[src/rtl/ppi_pkg.sv]
package ppi_pkg;
    localparam int          PPI_BASE        = 16;
    localparam int          ID_W            = 5;
    localparam int          CFG_W           = 32;
    localparam logic [31:0] CFG_WORD0_FIXED = 32'hAAAA_AAAA;
    localparam logic [31:0] NN_SEL_MASK     = 32'h5555_5555;

    // encoding is {active, pending}
    typedef enum logic [1:0] {
        ST_IDLE     = 2'b00,
        ST_PEND     = 2'b01,
        ST_ACT      = 2'b10,
        ST_ACT_PEND = 2'b11
    } cell_state_t;
endpackage

[src/rtl/ppi_cfg_bank.sv]
module ppi_cfg_bank
    import ppi_pkg::*;
#(
    parameter int NUM_CPU = 2,
    parameter int NUM_PPI = 16,
    parameter int CPU_W   = 1
) (
    input  logic                       clk,
    input  logic                       rst_n,
    input  logic                       wr_en,
    input  logic [CPU_W-1:0]           cpu_sel,
    input  logic                       word_sel,
    input  logic [CFG_W-1:0]           wdata,
    output logic [CFG_W-1:0]           rdata,
    output logic [NUM_CPU*NUM_PPI-1:0] edge_mode,
    output logic                       nn_flag
);
    logic [NUM_CPU-1:0][CFG_W-1:0] word1_q;

    always_ff @(posedge clk) begin
        if (!rst_n) begin
            word1_q <= '0;
            nn_flag <= 1'b0;
        end else begin
            nn_flag <= wr_en && ((wdata & NN_SEL_MASK) != '0);
            if (wr_en && word_sel)
                word1_q[cpu_sel] <= wdata;
        end
    end

    always_comb begin
        rdata = word_sel ? word1_q[cpu_sel] : CFG_WORD0_FIXED;
    end

    for (genvar c = 0; c < NUM_CPU; c++) begin : g_cpu
        for (genvar i = 0; i < NUM_PPI; i++) begin : g_fld
            assign edge_mode[c*NUM_PPI+i] = word1_q[c][2*i+1];
        end
    end

    assert_word0_ro_R2: assert property (@(posedge clk) disable iff (!rst_n)
        !(wr_en && word_sel) |=> $stable(word1_q));
    assert_nn_pulse_R10: assert property (@(posedge clk) disable iff (!rst_n)
        (wr_en && ((wdata & NN_SEL_MASK) != '0)) |=> nn_flag);
    assert_nn_quiet_R10: assert property (@(posedge clk) disable iff (!rst_n)
        !wr_en |=> !nn_flag);
endmodule

[src/rtl/ppi_cell.sv]
module ppi_cell
    import ppi_pkg::*;
(
    input  logic clk,
    input  logic rst_n,
    input  logic line_i,
    input  logic edge_mode_i,
    input  logic ack_i,
    input  logic eoi_i,
    input  logic clr_i,
    output logic pend_o,
    output logic act_o
);
    cell_state_t state_q, state_d;
    logic        line_q;
    logic        rise;
    logic        nxt_p, nxt_a;

    always_ff @(posedge clk) begin
        if (!rst_n) begin
            state_q <= ST_IDLE;
            line_q  <= 1'b0;
        end else begin
            state_q <= state_d;
            line_q  <= line_i;
        end
    end

    always_comb begin
        unique case (state_q)
            ST_IDLE:     begin pend_o = 1'b0; act_o = 1'b0; end
            ST_PEND:     begin pend_o = 1'b1; act_o = 1'b0; end
            ST_ACT:      begin pend_o = 1'b0; act_o = 1'b1; end
            ST_ACT_PEND: begin pend_o = 1'b1; act_o = 1'b1; end
            default:     begin pend_o = 1'b0; act_o = 1'b0; end
        endcase
    end

    always_comb begin
        rise    = line_i & ~line_q;
        nxt_p   = edge_mode_i ? (rise | (pend_o & ~ack_i & ~clr_i)) : line_i;
        nxt_a   = ack_i | (act_o & ~eoi_i);
        state_d = cell_state_t'({nxt_a, nxt_p});
    end

    assert_level_follow_R5: assert property (@(posedge clk) disable iff (!rst_n)
        !edge_mode_i |=> (pend_o == $past(line_i)));
    assert_edge_hold_R6: assert property (@(posedge clk) disable iff (!rst_n)
        (edge_mode_i && pend_o && !ack_i && !clr_i) |=> pend_o);
    assert_edge_ack_clear_R7: assert property (@(posedge clk) disable iff (!rst_n)
        (edge_mode_i && ack_i && !(line_i && !line_q)) |=> !pend_o);
    assert_ack_active_R7: assert property (@(posedge clk) disable iff (!rst_n)
        ack_i |=> act_o);
    assert_eoi_clear_R8: assert property (@(posedge clk) disable iff (!rst_n)
        (eoi_i && !ack_i) |=> !act_o);
    assert_edge_clr_R9: assert property (@(posedge clk) disable iff (!rst_n)
        (edge_mode_i && clr_i && !(line_i && !line_q)) |=> !pend_o);
endmodule

[src/rtl/ppi_pend_tracker.sv]
module ppi_pend_tracker
    import ppi_pkg::*;
#(
    parameter int NUM_CPU = 2,
    parameter int NUM_PPI = 16,
    localparam int CPU_W  = (NUM_CPU > 1) ? $clog2(NUM_CPU) : 1,
    localparam int VEC_W  = NUM_CPU * NUM_PPI
) (
    input  logic               clk,
    input  logic               rst_n,
    input  logic [VEC_W-1:0]   irq_line,
    input  logic               ack_valid,
    input  logic [CPU_W-1:0]   ack_cpu,
    input  logic [ID_W-1:0]    ack_id,
    input  logic               eoi_valid,
    input  logic [CPU_W-1:0]   eoi_cpu,
    input  logic [ID_W-1:0]    eoi_id,
    input  logic               clrp_valid,
    input  logic [CPU_W-1:0]   clrp_cpu,
    input  logic [NUM_PPI-1:0] clrp_mask,
    input  logic               cfg_wr_en,
    input  logic [CPU_W-1:0]   cfg_cpu,
    input  logic               cfg_word,
    input  logic [CFG_W-1:0]   cfg_wdata,
    output logic [CFG_W-1:0]   cfg_rdata,
    output logic [VEC_W-1:0]   pend_o,
    output logic [VEC_W-1:0]   act_o,
    output logic               nn_unsupported
);
    logic [VEC_W-1:0] edge_mode;

    ppi_cfg_bank #(
        .NUM_CPU (NUM_CPU),
        .NUM_PPI (NUM_PPI),
        .CPU_W   (CPU_W)
    ) u_cfg (
        .clk       (clk),
        .rst_n     (rst_n),
        .wr_en     (cfg_wr_en),
        .cpu_sel   (cfg_cpu),
        .word_sel  (cfg_word),
        .wdata     (cfg_wdata),
        .rdata     (cfg_rdata),
        .edge_mode (edge_mode),
        .nn_flag   (nn_unsupported)
    );

    for (genvar c = 0; c < NUM_CPU; c++) begin : g_cpu
        for (genvar i = 0; i < NUM_PPI; i++) begin : g_irq
            localparam int           BIT = c*NUM_PPI + i;
            localparam logic [ID_W-1:0] MY_ID = ID_W'(PPI_BASE + i);
            logic hit_ack, hit_eoi, hit_clr;

            assign hit_ack = ack_valid  && (ack_cpu  == CPU_W'(c)) && (ack_id == MY_ID);
            assign hit_eoi = eoi_valid  && (eoi_cpu  == CPU_W'(c)) && (eoi_id == MY_ID);
            assign hit_clr = clrp_valid && (clrp_cpu == CPU_W'(c)) && clrp_mask[i];

            ppi_cell u_cell (
                .clk         (clk),
                .rst_n       (rst_n),
                .line_i      (irq_line[BIT]),
                .edge_mode_i (edge_mode[BIT]),
                .ack_i       (hit_ack),
                .eoi_i       (hit_eoi),
                .clr_i       (hit_clr),
                .pend_o      (pend_o[BIT]),
                .act_o       (act_o[BIT])
            );
        end
    end
endmodule

[config.mk]
export PLATFORM = sky130hd
export DESIGN_NAME = ppi_pend_tracker
export DESIGN_NICKNAME = d
export VERILOG_FILES = /design/src/rtl/ppi_pkg.sv /design/src/rtl/ppi_cfg_bank.sv /design/src/rtl/ppi_cell.sv /design/src/rtl/ppi_pend_tracker.sv
export SDC_FILE = /design/constraint.sdc
export NUM_CORES = 1
export LEC_CHECK = 0
export ABC_AREA = 1
export BUFFER_PORTS_ARGS = -buffer_cell sky130_fd_sc_hd__buf_4
export CAP_MARGIN = 25
export CELL_PAD_IN_SITES_DETAIL_PLACEMENT = 0
export CELL_PAD_IN_SITES_GLOBAL_PLACEMENT = 1
export CORE_UTILIZATION = 41
export CTS_BUF_LIST = sky130_fd_sc_hd__clkbuf_4 sky130_fd_sc_hd__clkbuf_8
export DETAILED_ROUTE_END_ITERATION = 10
export GPL_TIMING_DRIVEN = 0
export PLACE_DENSITY_LB_ADDON = 0.1
export RECOVER_POWER = 50
export SLEW_MARGIN = 40
export SYNTH_ARGS = -nofsm -noshare
export SYNTH_HDL_FRONTEND = slang
export SYNTH_SLANG_ARGS = --single-unit
export TNS_END_PERCENT = 100
[constraint.sdc]
create_clock -name clk -period 2.5 [get_ports clk]
set_clock_uncertainty 0.05 [all_clocks]
set_input_delay 0.125 -clock clk [delete_from_list [all_inputs] [get_ports clk]]
set_output_delay 0.125 -clock clk [all_outputs]
set_load 0.02 [all_outputs]
==> summary by stage, run 1 <==
Status
The run finished with clean final reports.

Synth
The proportion of netlist area held by the largest area contributor is 0.439. After synthesis, the mean cell area works out to 6.96 um2. The synthesized net count is 1156. By count the netlist is led by sky130_fd_sc_hd__nand2_1, sky130_fd_sc_hd__dfxtp_1, sky130_fd_sc_hd__a21oi_1.

The synthesis warning total is 0. In the synthesized netlist the dominant register cell turns out to be sky130_fd_sc_hd__dfxtp_1. Counting flops with an async set or reset pin after synthesis yields a share of 0. The most frequent cell after synthesis is sky130_fd_sc_hd__nand2_1. In the post-synthesis netlist, the biggest area contributors are sky130_fd_sc_hd__dfxtp_1, sky130_fd_sc_hd__nand2_1, sky130_fd_sc_hd__a21oi_1. The number of enable flip-flop cells after synthesis is 0. The library cell occupying the most area in the post-synthesis netlist is sky130_fd_sc_hd__dfxtp_1. The post-synthesis register bit count is 161. The number of instances in the synthesized netlist is 1055. The netlist area before placement is 7350 um2. The number of different library cells in the post-synthesis netlist is 21. The share of the yosys chip area belonging to registers is 0.439.

Clock network
The post-CTS setup-driven buffer insertion count is 0. The CTS root buffer is sky130_fd_sc_hd__clkbuf_8. The number of buffers created by CTS is 17. The H-tree was split into 4 levels. At the later pin of the worst-skew pair, clock insertion delay measures 0.46 ns. The clock edge transition at the registers on the reported setup and hold paths is 0.08 ns. The count of instances resized after the clock tree is built is 0. The buffer depth of the longest clock path is 2. TritonCTS built the clock tree. The clock net in this run drives a total of 161 sinks.

Route
The routed wire length per instance is 15.0 um. The first detailed-routing pass ran for 5 iterations. After detailed routing, the number of remaining DRC violations is 0. After detailed routing, the total wire length is 24000 um. The average via count per standard cell is 4.66. The via count is 7435.

In this run, the number of DRC markers left after iteration 0 of detailed routing was 402. The remaining number of nets flagged by the antenna check after routing is 0.

Floorplan
In this run the horizontal extent of the chip is 136 um. Pin placement for this block handled 198 I/O pins. The row count is 48. The area enclosed by the die boundary is 18500 um2. The height of the chip is 136 um. The initial utilization of the core area, before any placement, comes to 0.422.

The region available for standard cell placement spans 17400 um2.

Pwr
For this design the static power due to leakage is 4.77 nW. The switching power of the nets is 0.00152 W. VDD sags by at most 0.000318 V.

The overall power of the completed layout is 0.00589 W. The part of the total power dissipated in combinational logic is 0.156. Of the total power, registers draw 0.464. The internal cell power is 0.00437 W. The switching power as a share of total power is 0.259. The proportion of power drawn by the clock network is 0.381.

The total power divided by cell area is 570 nW/um2.

Global route
The number of antenna violations at the first check in global routing came to 2. The first global-routing pass estimated 36700 um of wire. The total track usage is 0.265. The pin count of the biggest net entering global routing is 17. The total overflow reported by the global router is 0. The via count of the first global-routing pass is 6900.

Setup path
The critical path is of the input pin to flip-flop type. The data arrival at the endpoint of the critical path is 2.15 ns. The required time of the worst setup path is 2.79 ns.

The worst setup path is captured at a flip-flop. The largest fanout on the critical path is 10. The kind of start point of the critical path is an input pin.

STA
The number of hold violations in the final report was 0. The number of slew-limit violations in the final report was 0. The ratio of final minimum period to clock period is 0.744. The shortest clock period the worst path allows after layout is 1.86 ns. For the pin with the worst max-slew slack, the measured transition is 0.769 ns. The post-route setup TNS is 0 ns. Measured against its own limit, the worst slew margin works out to 0.484. The top achievable clock speed is 538 MHz. Setup repair after global routing left no endpoint under its margin.

Hold timing on the final database bottoms out at a slack of 0.0313 ns. The final worst-path setup slack is 0.640 ns. The final-report setup violation count is 0.

Placed design
The last weighted congestion value of the routability-driven placer is 0.864. The final HPWL from detailed placement is 18100 um. The minimum setup slack after placement is 0.961 ns. The number of buffers inserted by port buffering is 197.

Cells and area
The area growth from synthesis to layout is 40.7%. The proportion of layout cells with a drive suffix above 1 is 0.214. The number of nets at the end of the flow is 1459.

Flow run
The reported max-cap violation count is 0.

Hold path
The path category of the worst min-delay check is input pin to flip-flop.
cells by family after synthesis:
logic type / synth area share
simple gates: 0.238
buf+inv: 0.177
flops: 0.439
compound gates: 0.146
routing by layer:
metal,track usage,share of wire,up-vias
met2,0.439,0.47,234
met5,0,0,-
met4,0.0914,0.023,0
met3,0.0570,0.062,36
met1,0.340,0.44,3286
li1,-,-,3879
cell type report:
cell class / instances / area [um2]
fillers: 1774 / 7080
flip-flops and latches: 161 / 3220
multi-input cells: 620 / 2800
repair buffers: 284 / 2280
plain buffers: 174 / 913
inverters: 100 / 375
well taps: 225 / 282
clock buffers: 18 / 241
clock inverters: 11 / 214
diodes: 2 / 5.00
state kept, by name (all words and copies together), names as in the netlist:
signal and count:
g_cpu.g_irq.u_cell.line_q 32, u_cfg.nn_flag 1, u_cfg.word1_q 32, g_cpu.g_irq.u_cell.state_q 64, u_cfg.edge_mode 32
layout by cell type (no fill, tap or decap):
cell type,netlist,layout
sky130_fd_sc_hd__inv_2,4,1
sky130_fd_sc_hd__clkbuf_4,0,16
sky130_fd_sc_hd__clkinvlp_4,0,2
sky130_fd_sc_hd__clkbuf_8,0,17
sky130_fd_sc_hd__dfxtp_1,161,161
sky130_fd_sc_hd__nor2_4,2,1
sky130_fd_sc_hd__bufinv_16,0,6
sky130_fd_sc_hd__clkbuf_1,81,110
sky130_fd_sc_hd__clkinv_1,0,1
sky130_fd_sc_hd__o21ai_1,3,1
sky130_fd_sc_hd__diode_2,0,2
sky130_fd_sc_hd__clkinv_4,0,1
sky130_fd_sc_hd__o21ai_0,81,83
sky130_fd_sc_hd__nand3_1,102,102
sky130_fd_sc_hd__buf_4,64,228
sky130_fd_sc_hd__nor3_4,2,1
sky130_fd_sc_hd__nand4_1,14,14
sky130_fd_sc_hd__clkinv_2,0,2
sky130_fd_sc_hd__nand2_4,1,1
sky130_fd_sc_hd__dlygate4sd3_1,0,87
sky130_fd_sc_hd__nand2_1,218,218
sky130_fd_sc_hd__buf_2,26,16
sky130_fd_sc_hd__nor3_1,0,1
sky130_fd_sc_hd__a21o_1,4,4
sky130_fd_sc_hd__inv_1,96,98
sky130_fd_sc_hd__a21oi_1,125,125
sky130_fd_sc_hd__buf_1,2,2
sky130_fd_sc_hd__nor2_1,65,68
sky130_fd_sc_hd__nand2_2,1,1
stage by stage:
step / instances / util / instance area, um2
6_report: 1595 / 0.593 / 10300
5_1_grt: 1594 / 0.593 / 10300
3_3_place_gp: 1477 / 0.523 / 9110
2_1_floorplan: 1055 / - / 7350
3_5_place_dp: 1477 / 0.523 / 9110
4_1_cts: 1593 / 0.599 / 10400
repair_timing:
action | CTS | global route
hold endpoints to repair | 132 | 0
setup endpoints to repair | 0 | 0
hold buffers | 87 | 0
final timing paths:
path	from	to	slack [ns]	cells past startpoint
min	ack_id[3]	g_cpu[1].g_irq[4].u_cell.state_q[1]	0.03	4
min reg2reg	u_cfg.word1_q[38]	u_cfg.word1_q[38]	0.41	2
max reg2reg	u_cfg.word1_q[22]	u_cfg.word1_q[22]	1.21	3
max	cfg_wr_en	u_cfg.word1_q[22]	0.64	7
critical path, cell delays in order:
cell	delay [ns]
sky130_fd_sc_hd__dlygate4sd3_1	0.53
sky130_fd_sc_hd__clkbuf_1	0.14
sky130_fd_sc_hd__nand2_2	0.06
sky130_fd_sc_hd__nor2_1	0.32
sky130_fd_sc_hd__buf_2	0.29
sky130_fd_sc_hd__a21oi_1	0.10
sky130_fd_sc_hd__dlygate4sd3_1	0.58
power by group through the flow:
stage | combinational [W] | clock [W] | sequential [W]
after CTS | 0.000935 | 0.00226 | 0.00273
after floorplan | 0.000444 | 0 | 0.00277
after global placement | 0.000819 | 0 | 0.00279
after detailed placement | 0.000823 | 0 | 0.00279
final | 0.000918 | 0.00224 | 0.00273
after global routing | 0.00100 | 0.00237 | 0.00275
Power figures use the tool's default switching activity.
==> inputs of run 2 (changes only) <==
CORE_UTILIZATION = 34   (was 41)
clock period = 1.6 ns   (was 2.5 ns; I/O delays follow)
==> run 2 against run 1 <==
- sequential share of layout area down 0.063 points
- combinational power is 58% higher
- via count down 1.1%
- register-to-register slack worse by 0.87 ns
- power increased by 47%
- highest routed layer unchanged
- die area grew 20%
- critical path type unchanged
- clock power grew 33%
- first-iteration DRC count shrank 22%
- count of clock-buffer cells in the layout is the same
- wire length grew 3.8%
- largest power group unchanged
- critical endpoint is now u_cfg.word1_q[16]
- cell count is 3.3% higher
==> summary by stage, run 2 (synthesized netlist as in run 1, its figures left out) <==
Status
The run finished with clean final reports.

Clock network
The buffer depth of the longest clock path is 2 (unchanged). The CTS root buffer is sky130_fd_sc_hd__clkbuf_8. The CTS sink count is 161 (unchanged).

The clock edge transition at the registers on the reported setup and hold paths is 0.09 ns (about the same). The number of H-tree levels is 4 (unchanged). The insertion delay to the later sink of the worst-skew pair is 0.47 ns (about the same). The clock tree from TritonCTS is built. The post-CTS setup-driven buffer insertion count is 0 (unchanged). The number of buffers created by CTS came to 17 (unchanged).

Setup path
The largest fanout on the critical path came to 10 (unchanged). By startpoint and endpoint, the worst setup path is classified as input pin to flip-flop. The dominant cell type by count on the critical path is sky130_fd_sc_hd__dlygate4sd3_1. The number of buffers and inverters on the critical path is 4 (unchanged). The required time of the worst setup path is 1.91 ns (-0.88 ns).

The largest stage delay on the critical path came to 0.56 ns (-0.02 ns). The critical path capture point type is a flip-flop. The data arrival at the endpoint of the critical path came to 1.82 ns (-0.33 ns).

The highest-delay cell along the critical path is sky130_fd_sc_hd__dlygate4sd3_1. The largest delay contributor family on the critical path is buffers and inverters. The kind of start point of the critical path is an input pin. The total number of cells along the worst setup path was 7 (unchanged). The number of cells on the worst reg-to-reg path is 3 (unchanged). Traced cell by cell, the critical path runs through dlygate4sd3_1 -> buf_4 -> nand2_2 -> nor2_4 -> buf_2 -> a21oi_1 -> dlygate4sd3_1.

Route
The routed wire length per instance is 15.1 um (+0.43%). The met3 layer wire length in the routed design came to 1390 um (-7.2%). The initial DRC count is 314 (-22%). The via count is 7352 (-1.1%).

The wire length on met2 came to 11600 um (+2.7%). The total iterations of the first detailed-routing run came to 5 (unchanged). The average via count per standard cell is 4.46 (-4.3%). The remaining number of nets flagged by the antenna check after routing is 0 (unchanged). The wire length the detailed router placed on met1 is 11600 um (+9.0%). The highest metal layer carrying signal wires in the routed design is met4. The post-detailed-route DRC marker count is 0 (unchanged). The aggregate routed wire length is 24900 um (+3.8%).

Cells and area
The area used by multi-input combinational logic is 2800 um2 (unchanged). The proportion of layout cells with a drive suffix above 1 is 0.224 (+0.0101). The area taken by flip-flops and latches is 3220 um2 (about the same). More flip-flops sit in one register than any other, and that register is g_cpu.g_irq.u_cell.state_q.

The design area was 10400 um2 (+0.24%). The flip-flop count of the largest register after layout came to 64 (unchanged). Leaving out fill and tap cells, the most frequent cell in the layout is sky130_fd_sc_hd__buf_4. From synthesis to final layout, the design area changed by 41.0%. The antenna diode instance count is 0 (-2). The number of nets at the end of the flow is 1461 (+0.14%). The filler cell count is 2272 (+28%).

In the layout the commonest cells are sky130_fd_sc_hd__buf_4, sky130_fd_sc_hd__nand2_1, sky130_fd_sc_hd__dfxtp_1, sky130_fd_sc_hd__a21oi_1. The final cell count without fillers was 1648 (+3.3%).

Pwr
The maximum resistive drop on vdd is 0.000541 V (+70%). The total power divided by cell area is 839 nW/um2 (+47%). The standby leakage power was 4.77 nW (about the same).

Placed design
The final HPWL from detailed placement is 19200 um (+6.5%). The last weighted congestion value of the routability-driven placer is 0.853 (-1.3%). The minimum setup slack after placement is 0.113 ns (-0.848 ns). The number of buffers inserted by port buffering is 197 (unchanged).

The placed cell area is 9170 um2 (+0.69%). The placed instance count is 1527 (+3.4%).

STA
Setup repair after global routing left no endpoint under its margin. The final worst-path setup slack is 0.0836 ns (-0.557 ns). The post-route setup TNS is 0 ns (unchanged). The final-report setup violation count was 0 (unchanged). Timing would allow up to 659 MHz. The number of hold violations in the final report came to 0 (unchanged). The transition at the pin with the smallest max-transition slack is 0.686 ns (-0.0832 ns). The worst hold slack is 0.0453 ns (+0.0139 ns). The number of slew-limit violations in the final report was 0 (unchanged).

Dividing the final minimum period by the clock period gives 0.948. For the finished layout, the period the worst path requires is 1.52 ns. The worst slew margin relative to its limit came to 0.543 (+0.0594).

Floorplan
The initial core utilization is 0.348 (-0.0734). The x dimension of the die is 149 um (+9.7%). The row count is 53 (+10%). The area enclosed by the die boundary is 22200 um2 (+20%). The standard cell core area was 21100 um2 (+21%). The height of the chip came to 149 um (+9.7%). The I/O pin count is 198 (unchanged).

Global route
The pin count of the biggest net entering global routing is 17 (unchanged). The number of antenna violations at the first check in global routing is 0 (-2). The global-route wire length before repair is 38100 um (+3.8%). The total track usage is 0.227 (-0.0385).

The total overflow reported by the global router is 0 (unchanged). The via count of the first global-routing pass is 7011 (+1.6%).

Hold path
The worst hold path depth was 5 (+1). The path category of the worst min-delay check is input pin to flip-flop.

Flow run
The reported max-cap violation count is 0 (unchanged).
## run 2: path summary, 6_finish.rpt
path,slack (ns),from,end
worst max-delay path,0.08,cfg_wr_en,u_cfg.word1_q[16]
worst min-delay path,0.05,ack_valid,g_cpu[0].g_irq[14].u_cell.state_q[1]
worst max register to register,0.34,u_cfg.word1_q[20],u_cfg.word1_q[20]
worst min register to register,0.41,u_cfg.word1_q[32],u_cfg.word1_q[32]
## run 2: final cells by class
| class | count | area share |
|---|---|---|
| Tap cell | 275 | 0.0332 |
| Multi-Input combinational cell | 620 | 0.270 |
| Clock inverter | 14 | 0.0127 |
| Sequential cell | 161 | 0.311 |
| Buffer | 174 | 0.0884 |
| Timing Repair Buffer | 286 | 0.224 |
| Clock buffer | 18 | 0.0239 |
| Inverter | 100 | 0.0362 |
## run 2: routing by layer
| layer | global-route usage | vias up |
|---|---|---|
| met5 | 0 | - |
| met4 | 0.0648 | 0 |
| met3 | 0.0376 | 21 |
| met2 | 0.380 | 203 |
| met1 | 0.298 | 3233 |
| li1 | - | 3895 |
## run 2: metrics by stage
stage	utilization	power [W]
after floorplan	-	0.00502
after global placement	0.435	0.00566
after detailed placement	0.435	0.00566
after CTS	0.495	0.00876
after global routing	0.491	0.00908
final	0.491	0.00869
## run 2: tightest hold or removal path: cells and delay by family
family	cells	cell delay (ns)
AOI/OAI and AO/OA	1	0.07
and+or+nand+nor	2	0.20
buffers and inverters	2	0.17
## run 2: where the power goes
group | total, W | switching [W] | internal, W
registers | 0.00427 | 0.0000961 | 0.00418
clock network | 0.00297 | 0.00168 | 0.00130
logic | 0.00145 | 0.000783 | 0.000664
total | 0.00869 | 0.00256 | 0.00614
## run 2: repair_timing
| item | 4_1_cts | 5_1_grt |
|---|---|---|
| hold endpoints to repair | 150 | 0 |
| resized for setup | 0 | 5 |
| setup endpoints to repair | 0 | 5 |
| hold buffers | 89 | 0 |
==> inputs of run 3 (changes only) <==
ABC_AREA = default   (was 1)
CORE_UTILIZATION = 36   (was 34)
==> run 3 against run 2 <==
- sequential power about the same
- register-to-register slack better by 0.29 ns
- largest cell class is now multi-input gates
- global-route usage increased by 1.4 points
- highest routed layer is now met5
==> summary by stage, run 3 <==
Pwr
The standby leakage power is 4.22 nW (-12%). The part of the total power dissipated in sequential elements is 0.465 (-0.027). The part of the total power dissipated in combinational logic is 0.144 (-0.022). The switching power as a share of total power was 0.252 (-0.0421). The switching power of the nets was 0.00230 W (-10%). The maximum resistive drop on vdd is 0.000530 V (-2.0%). The total power divided by cell area is 881 nW/um2 (+5.0%). The internal cell power is 0.00682 W (+11%). The proportion of power drawn by the clock network came to 0.390 (+0.048).

Cells and area
The flip-flop count of the largest register after layout was 64 (unchanged). Ranked by flip-flop count, first place goes to g_cpu.g_irq.u_cell.state_q. The area used by multi-input combinational logic is 3220 um2 (+15%). In the layout the commonest cells are sky130_fd_sc_hd__buf_4, sky130_fd_sc_hd__nand2_1, sky130_fd_sc_hd__dfxtp_1, sky130_fd_sc_hd__clkbuf_1, sky130_fd_sc_hd__dlygate4sd3_1. Leaving out fill and tap cells, the most frequent cell in the layout is sky130_fd_sc_hd__buf_4. The area growth from synthesis to layout is 39.8%. The proportion of layout cells with a drive suffix above 1 is 0.226 (+0.00207). The design area is 10300 um2 (-0.14%). The number of nets at the end of the flow came to 1286 (-12%). The final cell count without fillers came to 1467 (-11%).

The antenna diode instance count came to 0 (unchanged). The area taken by flip-flops and latches was 3220 um2 (about the same). The filler cell count is 2096 (-7.7%).

Synth
The post-synthesis register bit count was 161 (unchanged). The netlist area before placement is 7400 um2 (+0.68%). The async set-reset flop share out of synthesis is 0 (unchanged). The synthesis warning total came to 0 (unchanged). The synthesized area per cell is 8.35 um2 (+20%). The proportion of netlist area held by the largest area contributor was 0.436 (-0.00297). The most frequent cell after synthesis is sky130_fd_sc_hd__nand2_1. The most used flip-flop cell after synthesis is sky130_fd_sc_hd__dfxtp_1. The share of the yosys chip area belonging to registers was 0.436 (-0.00297). The synthesized net count was 987 (-15%). The number of enable flip-flop cells after synthesis is 0 (unchanged).

Yosys attributes the largest share of cell area to sky130_fd_sc_hd__dfxtp_1, sky130_fd_sc_hd__nand2_1, sky130_fd_sc_hd__a21boi_1. The commonest cells after synthesis are sky130_fd_sc_hd__nand2_1, sky130_fd_sc_hd__dfxtp_1, sky130_fd_sc_hd__clkbuf_1. The library cell occupying the most area in the post-synthesis netlist is sky130_fd_sc_hd__dfxtp_1. The number of different library cells in the post-synthesis netlist was 31 (+48%).

The number of instances in the synthesized netlist came to 886 (-16%).

STA
The worst slew margin relative to its limit is 0.531 (-0.0118). The transition at the pin with the smallest max-transition slack is 0.703 ns (+0.0177 ns). The number of hold violations in the final report came to 0 (unchanged). The top achievable clock speed is 641 MHz (-2.8%). The worst hold slack was 0.0355 ns (-0.00974 ns). The number of slew-limit violations in the final report came to 0 (unchanged). The ratio of final minimum period to clock period is 0.975 (+0.0272). The post-route setup TNS is 0 ns (unchanged). The shortest clock period the worst path allows after layout is 1.56 ns (+0.0436 ns). The final worst-path setup slack is 0.0400 ns (-0.0436 ns). The final-report setup violation count is 0 (unchanged).

Setup repair after global routing left no endpoint under its margin.

Floorplan
The I/O pin count is 198 (unchanged). The area enclosed by the die boundary came to 21100 um2 (-4.8%). The x dimension of the die is 145 um (-2.5%). The initial core utilization is 0.367 (+0.0183). The height of the chip is 145 um (-2.5%). The row count came to 52 (-1.9%). The standard cell core area was 20200 um2 (-4.4%).

Clock network
The hold buffer count at CTS came to 87 (-2.2%). The post-CTS setup-driven buffer insertion count came to 0 (unchanged). The clock tree from TritonCTS is built.

The number of buffers created by CTS is 17 (unchanged). The number of H-tree levels is 4 (unchanged). Clock tree synthesis selected as its root buffer the cell sky130_fd_sc_hd__clkbuf_8. The buffer depth of the longest clock path is 2 (unchanged).

The clock edge transition at the registers on the reported setup and hold paths is 0.09 ns (about the same). The insertion delay to the later sink of the worst-skew pair came to 0.46 ns (about the same). The count of instances resized after the clock tree is built came to 0 (unchanged). The CTS sink count is 161 (unchanged).

Setup path
The worst setup path is launched from an input pin. The required time of the worst setup path was 1.88 ns (-0.03 ns). The internal reg-to-reg setup slack is 0.63 ns (+0.29 ns).

The data arrival at the endpoint of the critical path is 1.84 ns (+0.02 ns). The worst setup path is captured at a flip-flop. The kind of critical path is input pin to flip-flop. The largest fanout on the critical path is 3 (-7).

Route
The total iterations of the first detailed-routing run is 5 (unchanged). The average via count per standard cell came to 4.72 (+5.8%). The aggregate routed wire length is 25300 um (+1.7%). The routed wire length per instance was 17.2 um (+14%). The via count is 6926 (-5.8%). The remaining number of nets flagged by the antenna check after routing came to 0 (unchanged). The post-detailed-route DRC marker count was 0 (unchanged).

The initial DRC count is 375 (+19%).

Flow run
The reported max-cap violation count is 0 (unchanged).

Placed design
The number of buffers inserted by port buffering is 193 (-2.0%). The minimum setup slack after placement was 0.180 ns (+0.0670 ns). The placed cell area is 9180 um2 (+0.15%). The final HPWL from detailed placement was 18800 um (-2.0%). The last weighted congestion value of the routability-driven placer came to 0.834 (-2.2%). The placed instance count was 1349 (-12%).

Global route
The total track usage is 0.241 (+0.0144). The total overflow reported by the global router is 0 (unchanged). The number of antenna violations at the first check in global routing came to 1 (+1).

The global-route wire length before repair is 38500 um (+1.1%). The via count of the first global-routing pass is 6767 (-3.5%). The pin count of the biggest net entering global routing is 17 (unchanged).

Hold path
The tightest min-delay check is of the input pin to flip-flop type.

Status
The run finished with clean final reports.
-- run 3: power groups by stage --
| stage | combinational, W | sequential [W] | clock [W] |
|---|---|---|---|
| finish | 0.00132 | 0.00424 | 0.00356 |
| global route | 0.00141 | 0.00426 | 0.00377 |
| CTS | 0.00136 | 0.00424 | 0.00361 |
| detailed placement | 0.00118 | 0.00433 | 0 |
| global placement | 0.00118 | 0.00433 | 0 |
| floorplan | 0.000623 | 0.00431 | 0 |
-- run 3: cell families after synthesis --
kind of cell | share of synthesized area
DFF | 0.436
muxes | 0.0433
buffers and inverters | 0.128
AOI/OAI and AO/OA | 0.185
and+or+nand+nor | 0.207
-- run 3: area by class of cell --
type | count | area share
multi-input cells | 546 | 0.312
well taps | 270 | 0.0327
inverters | 1 | 0.000363
plain buffers | 178 | 0.0904
clock inverters | 9 | 0.0173
repair buffers | 280 | 0.208
clock buffers | 22 | 0.0281
flip-flops and latches | 161 | 0.312
-- run 3: path summary, 6_finish.rpt --
check                                   startpoint                              endpoint  cells past startpoint
worst max-delay path                 cfg_wdata[16]                         u_cfg.nn_flag                      5
worst min-delay path                    clrp_valid  g_cpu[0].g_irq[13].u_cell.state_q[0]                      3
worst max register to register  u_cfg.edge_mode[0]   g_cpu[0].g_irq[0].u_cell.state_q[0]                      3
worst min register to register   u_cfg.word1_q[52]                     u_cfg.word1_q[52]                      2
-- run 3: worst max-delay path: stages --
cell                            delay [ns]
sky130_fd_sc_hd__dlygate4sd3_1        0.55
sky130_fd_sc_hd__buf_4                0.15
sky130_fd_sc_hd__nor4_1               0.32
sky130_fd_sc_hd__dlygate4sd3_1        0.62
sky130_fd_sc_hd__a41oi_1              0.11
-- run 3: per-stage QoR --
step           total power (W)   util
2_1_floorplan          0.00493      -
3_3_place_gp           0.00552  0.455
3_5_place_dp           0.00552  0.455
4_1_cts                0.00920  0.522
5_1_grt                0.00944  0.513
6_report               0.00911  0.513
-- run 3: layer usage --
| layer | up-vias | part of all wire | GRT usage |
|---|---|---|---|
| met4 | 2 | 0.013 | 0.0668 |
| li1 | 3490 | - | - |
| met1 | 3206 | 0.48 | 0.332 |
| met3 | 24 | 0.047 | 0.0389 |
| met5 | - | 0.00051 | 0 |
| met2 | 204 | 0.46 | 0.389 |
